===== config.mk =====
export PLATFORM = sky130hd
export DESIGN_NAME = osc_settle_timer
export DESIGN_NICKNAME = d
export VERILOG_FILES = /design/src/rtl/osc_settle_pkg.sv /design/src/rtl/osc_settle_dp.sv /design/src/rtl/osc_settle_ctrl.sv /design/src/rtl/osc_settle_timer.sv
export SDC_FILE = /design/constraint.sdc
export NUM_CORES = 1
export LEC_CHECK = 0
export CORE_MARGIN = 2
export CORE_UTILIZATION = 50
export CTS_BUF_LIST = sky130_fd_sc_hd__clkbuf_4 sky130_fd_sc_hd__clkbuf_8
export DETAILED_ROUTE_END_ITERATION = 16
export PLACE_DENSITY_LB_ADDON = 0.1
export SYNTH_ARGS = -nofsm -noshare
export SYNTH_HDL_FRONTEND = slang
export SYNTH_SLANG_ARGS = --single-unit

===== constraint.sdc =====
create_clock -name oscClk -period 5 [get_ports oscClk]
set_clock_uncertainty 0.2 [all_clocks]
set_input_delay 0.75 -clock oscClk [delete_from_list [all_inputs] [get_ports oscClk]]
set_output_delay 0.75 -clock oscClk [all_outputs]
set_load 0.03 [all_outputs]

===== src/rtl/osc_settle_pkg.sv =====
package osc_settle_pkg;

  // Control states: arm pending, counting, settled
  typedef enum logic [1:0] {
    ST_ARM  = 2'd0,
    ST_RUN  = 2'd1,
    ST_DONE = 2'd2
  } settleState_t;

  // Strobes from control to datapath
  typedef struct packed {
    logic arm;   // clear counter, capture delay select
    logic step;  // advance counter by one
  } settleStrobe_t;

endpackage


===== src/rtl/osc_settle_dp.sv =====
module osc_settle_dp
  import osc_settle_pkg::*;
#(
  parameter int SHORT_CYCLES = 256,
  parameter int LONG_CYCLES  = 1024,
  localparam int CW = $clog2(LONG_CYCLES)
) (
  input  logic          clk,
  input  logic          rstN,
  input  logic          longSel,
  input  settleStrobe_t strobe,
  output logic [CW-1:0] countQ,
  output logic          selLongQ,
  output logic          atTerm
);

  localparam logic [CW-1:0] SHORT_LAST = CW'(SHORT_CYCLES - 1);
  localparam logic [CW-1:0] LONG_LAST  = CW'(LONG_CYCLES - 1);

  always_ff @(posedge clk or negedge rstN) begin
    if (!rstN) begin
      countQ   <= '0;
      selLongQ <= 1'b0;
    end else if (strobe.arm) begin
      countQ   <= '0;
      selLongQ <= longSel;
    end else if (strobe.step) begin
      countQ   <= countQ + 1'b1;
    end
  end

  // Terminal detect uses the captured select only
  always_comb begin
    atTerm = (countQ == (selLongQ ? LONG_LAST : SHORT_LAST));
  end

endmodule


===== src/rtl/osc_settle_ctrl.sv =====
module osc_settle_ctrl
  import osc_settle_pkg::*;
(
  input  logic          clk,
  input  logic          rstN,
  input  logic          restartReq,
  input  logic          atTerm,
  output settleStrobe_t strobe,
  output settleState_t  stateQ,
  output logic          validQ
);

  settleState_t stateD;

  always_comb begin
    strobe.arm  = restartReq || (stateQ == ST_ARM);
    strobe.step = !strobe.arm && (stateQ == ST_RUN) && !atTerm;
    stateD      = stateQ;
    if (strobe.arm) begin
      stateD = ST_RUN;
    end else if (stateQ == ST_RUN && atTerm) begin
      stateD = ST_DONE;
    end
  end

  always_ff @(posedge clk or negedge rstN) begin
    if (!rstN) begin
      stateQ <= ST_ARM;
    end else begin
      stateQ <= stateD;
    end
  end

  always_comb begin
    validQ = (stateQ == ST_DONE);
  end

endmodule


===== src/rtl/osc_settle_timer.sv =====
module osc_settle_timer
  import osc_settle_pkg::*;
#(
  parameter int SHORT_CYCLES = 256,
  parameter int LONG_CYCLES  = 1024
) (
  input  logic oscClk,
  input  logic rstN,
  input  logic restartReq,
  input  logic longSel,
  output logic clkValid
);

  localparam int CW = $clog2(LONG_CYCLES);

  settleStrobe_t strobe;
  settleState_t  stateQ;
  logic [CW-1:0] countQ;
  logic          selLongQ;
  logic          atTerm;
  logic          validQ;

  osc_settle_ctrl ctrl_i (
    .clk        (oscClk),
    .rstN       (rstN),
    .restartReq (restartReq),
    .atTerm     (atTerm),
    .strobe     (strobe),
    .stateQ     (stateQ),
    .validQ     (validQ)
  );

  osc_settle_dp #(
    .SHORT_CYCLES (SHORT_CYCLES),
    .LONG_CYCLES  (LONG_CYCLES)
  ) dp_i (
    .clk      (oscClk),
    .rstN     (rstN),
    .longSel  (longSel),
    .strobe   (strobe),
    .countQ   (countQ),
    .selLongQ (selLongQ),
    .atTerm   (atTerm)
  );

  // A restart request masks the enable at once, before any edge
  assign clkValid = validQ && !restartReq;

endmodule


==> impl_summary.md <==
Outcome
The run finished with clean final reports.

CTS
In this run the number of H-tree levels came out at 1. Clock tree synthesis selected as its root buffer the cell sky130_fd_sc_hd__clkbuf_4. The TritonCTS clock tree is built. The total of hold buffers inserted after clock tree synthesis is 0. The clock buffer count from CTS is 3. Clock-pin slew was measured on the worst setup and hold paths at approximately 0.08 ns. The largest buffer count on any clock path is 2. For the worst-skew pair, the clock arrives at the later sink with an insertion delay of 0.28 ns. Gates resized during post-CTS repair numbered 0. In this run the post-CTS setup repair buffer count came out at 0. The sink count of the clock tree is 13.

Min path
The classification of the worst-slack hold path is flop to flop. The startpoint identified for the worst hold timing path is dp_i.selLongQ.

Routing
Across all layers, the routed design uses about 590 vias. The DRC marker count from the first detailed-route iteration is 3. The average vias per placed instance is about 6.2. The number of iterations in the first detailed-routing pass is 4. The post-detailed-route count of antenna-violating nets is 0. For this run, design rule violations remaining after detail routing come to 0. Dividing the detail-routed wire length by the instance count gives around 14 um. After detailed routing, the total wire length is ~1300 um.

Cells and area
The fraction of the core area covered by cells at the end of the flow is 0.604. The fraction of layout instances using a drive strength above 1 is 0.188. The finished cells cover slightly below 800 um2. The final layout contains 86 nets.

The number of standard cells in the final layout excluding fillers is 95. After filler insertion, the fill cell instance count of the layout stands at 129. The repair_antennas step left the layout with diodes totalling 0.

The area growth from synthesis to layout is 10.2%.

Placement
After detailed placement, the total cell area comes to ~770 um2. Input and output buffers added on the ports amount to 4. The congestion estimate from routability-driven global placement came to approximately 0.70. The placed cell count is 91. The pre-CTS setup slack is approximately 2.0 ns. Summed over all nets, the half-perimeter wirelength after detailed placement is between 900 and 1000 um.

STA
Measured against its own limit, the worst slew margin works out to 0.595. For the finished layout, the period the worst path requires is 3.05 ns. Dividing the final minimum period by the clock period gives 0.610. The maximum clock frequency is roughly 330 MHz. The setup violation total in the final timing report is 0. Setup repair after global routing left no endpoint under its margin. For the final routed database, the setup TNS stands at 0 ns. At the pin with the least slew margin, the transition time is 0.606 ns. The count of final max-slew check failures is 0.

The number of hold-slack violations in the final timing report is 0. Hold timing on the final database bottoms out at a slack of 0.307 ns. The final worst-path setup slack is around 2.0 ns.

Floorplan
In this run the count of I/O pins placed on the die edge is 5. The core region is about 1300 um2. Measured along the x axis, the die boundary spans 42 um. The number of rows created at floorplan is 13.

The initial standard-cell utilization of the core is 0.548. The die covers between 1500 and 2000 um2. The floorplan step set the die height to about 42 um.

Synth
After synthesis the cells add up to 722 um2. Each instance of the synthesized netlist takes up on average 9.76 um2. The most used flip-flop cell after synthesis is sky130_fd_sc_hd__dfrtp_1.

sky130_fd_sc_hd__dfrtp_1 takes more of the synthesized area than any other cell. The number of nets in the synthesized netlist is 79. Of the post-synthesis cell area, the dominant cell type holds 0.451.

The count of unique library cells instantiated by Yosys is 28. The count of flip-flops with a built-in enable after synthesis is 0. In the synthesized netlist, the cells that appear most often are sky130_fd_sc_hd__dfrtp_1 (13), sky130_fd_sc_hd__a21oi_1 (9), sky130_fd_sc_hd__nand2_1 (7).

The most frequent cell after synthesis is sky130_fd_sc_hd__dfrtp_1. The number of flip-flops and latches in the synthesized netlist is 13. By area the synthesized netlist is led by sky130_fd_sc_hd__dfrtp_1 (45%), sky130_fd_sc_hd__a21oi_1 (6.2%), sky130_fd_sc_hd__nand2_1 (3.6%). During synthesis, Yosys emitted a total of 0 warnings. The share of synthesized flip-flops with an asynchronous set or reset is 1.00. Counting every instance in the synthesized netlist gives 74. The proportion of synthesized chip area in sequential cells is 0.451.

Global routing
Entering global routing, the biggest net connects 18 pins. The remaining global-route overflow is 0. The total track usage is 0.194.

The number of antenna violations at the first check in global routing is 0. The via count of the first global-routing pass came to 622. The wire length of the first global-routing pass is 2570 um.

Worst setup path
The startpoint of the worst register-to-register path is dp_i.countQ[0]. The signal on the critical path passes through clkdlybuf4s50_1, nor2b_1, clkdlybuf4s50_1. The sort of element at the start of the critical path is an input pin.

Of all nets on the critical path, the largest fanout is 7. The stage delay of the slowest cell on the critical path is between 0.6 and 0.7 ns. The most critical setup path has its startpoint at restartReq.

The required time of the critical path is about 4 ns. Data on the critical path arrives at its endpoint at roughly 2.1 ns. The worst setup path is captured at an output port. The cell repeated most along the worst path is sky130_fd_sc_hd__clkdlybuf4s50_1. The worst setup path is of the input pin to output port kind. Among all stages on the critical path, the largest delay is contributed by sky130_fd_sc_hd__clkdlybuf4s50_1.

Power
For this design the ratio of total power to cell area is around 250 nW/um2. The static leakage power is ~0.30 nW. The completed layout was analyzed and its total power is between 0.15 and 0.2 mW. IR analysis of the VDD net gives a maximum drop of 0.000170 V.

Run
The max capacitance violation total is 0.
-- cells by family after synthesis --
family	share of synthesized area
flops	0.451
buf+inv	0.0208
fa+ha+maj	0.0173
compound gates	0.180
mux	0.0295
simple gates	0.302
-- flip-flops by register name, summed over array words and instances (netlist names) --
| name | flops |
|---|---|
| dp_i.selLongQ | 1 |
| ctrl_i.stateQ | 2 |
| dp_i.countQ | 10 |
-- critical path: cells and delay by family --
kind,cells,cell delay (ns)
buffers and inverters,2,1.19
and+or+nand+nor,1,0.16
-- where the power goes --
part / switching [mW] / internal (mW) / total, mW / leakage [nW]
sequential: 0.00226 / 0.108 / 0.110 / 0.172
clock: 0.0365 / 0.0364 / 0.0730 / 0.0184
combinational: 0.00747 / 0.00679 / 0.0143 / 0.106
total: 0.0463 / 0.151 / 0.197 / 0.297
-- layout make-up --
cell class	count	area (um2)	share of cell area
Multi-Input combinational cell	59	382	0.480
Sequential cell	13	325	0.409
Timing Repair Buffer	4	40.0	0.0503
Clock buffer	4	30.0	0.0377
Tap cell	15	18.8	0.0236
-- worst paths after layout --
path | endpoint | slack, ns | cells after the start
max | clkValid | 1.95 | 3
min | dp_i.selLongQ | 0.31 | 2
max reg2reg | dp_i.countQ[0] | 2.88 | 5
min reg2reg | dp_i.selLongQ | 0.31 | 2
max in group asynchronous | dp_i.countQ[0] | 3.57 | 1
min in group asynchronous | dp_i.countQ[2] | 0.64 | 1
-- placed cells by master, fill, tap and decap left out --
master	netlist	final
sky130_fd_sc_hd__clkdlybuf4s50_1	0	4
sky130_fd_sc_hd__dfrtp_1	13	13
sky130_fd_sc_hd__ha_1	1	1
sky130_fd_sc_hd__nand2b_1	1	1
sky130_fd_sc_hd__o21ai_0	5	5
sky130_fd_sc_hd__nor2b_1	3	3
sky130_fd_sc_hd__mux2_2	1	1
sky130_fd_sc_hd__or4_2	3	3
sky130_fd_sc_hd__nand2_1	7	7
sky130_fd_sc_hd__nor2_1	2	2
sky130_fd_sc_hd__or3_2	2	2
sky130_fd_sc_hd__nor4b_1	1	1
sky130_fd_sc_hd__or3_1	3	3
sky130_fd_sc_hd__or3b_1	1	1
sky130_fd_sc_hd__mux2i_1	1	1
sky130_fd_sc_hd__a211oi_4	1	1
sky130_fd_sc_hd__a211o_2	1	1
sky130_fd_sc_hd__o21bai_1	1	1
sky130_fd_sc_hd__nor3b_1	1	1
sky130_fd_sc_hd__nand3_1	5	5
sky130_fd_sc_hd__clkbuf_4	0	4
sky130_fd_sc_hd__or3_4	1	1
sky130_fd_sc_hd__nand4_1	2	2
sky130_fd_sc_hd__a21oi_1	9	9
sky130_fd_sc_hd__o31ai_1	3	3
sky130_fd_sc_hd__nor4_1	1	1
sky130_fd_sc_hd__or2_1	1	1
sky130_fd_sc_hd__or2_2	2	2
-- metal layers --
metal  track usage  vias to the layer above  wire [um]
met2         0.322                       10        628
met1         0.218                      277        642
li1              -                      291          -
met4         0.116                        0         40
met5             0                        -          0
met3        0.0560                        7         36
(Power assumes the default switching activity.)
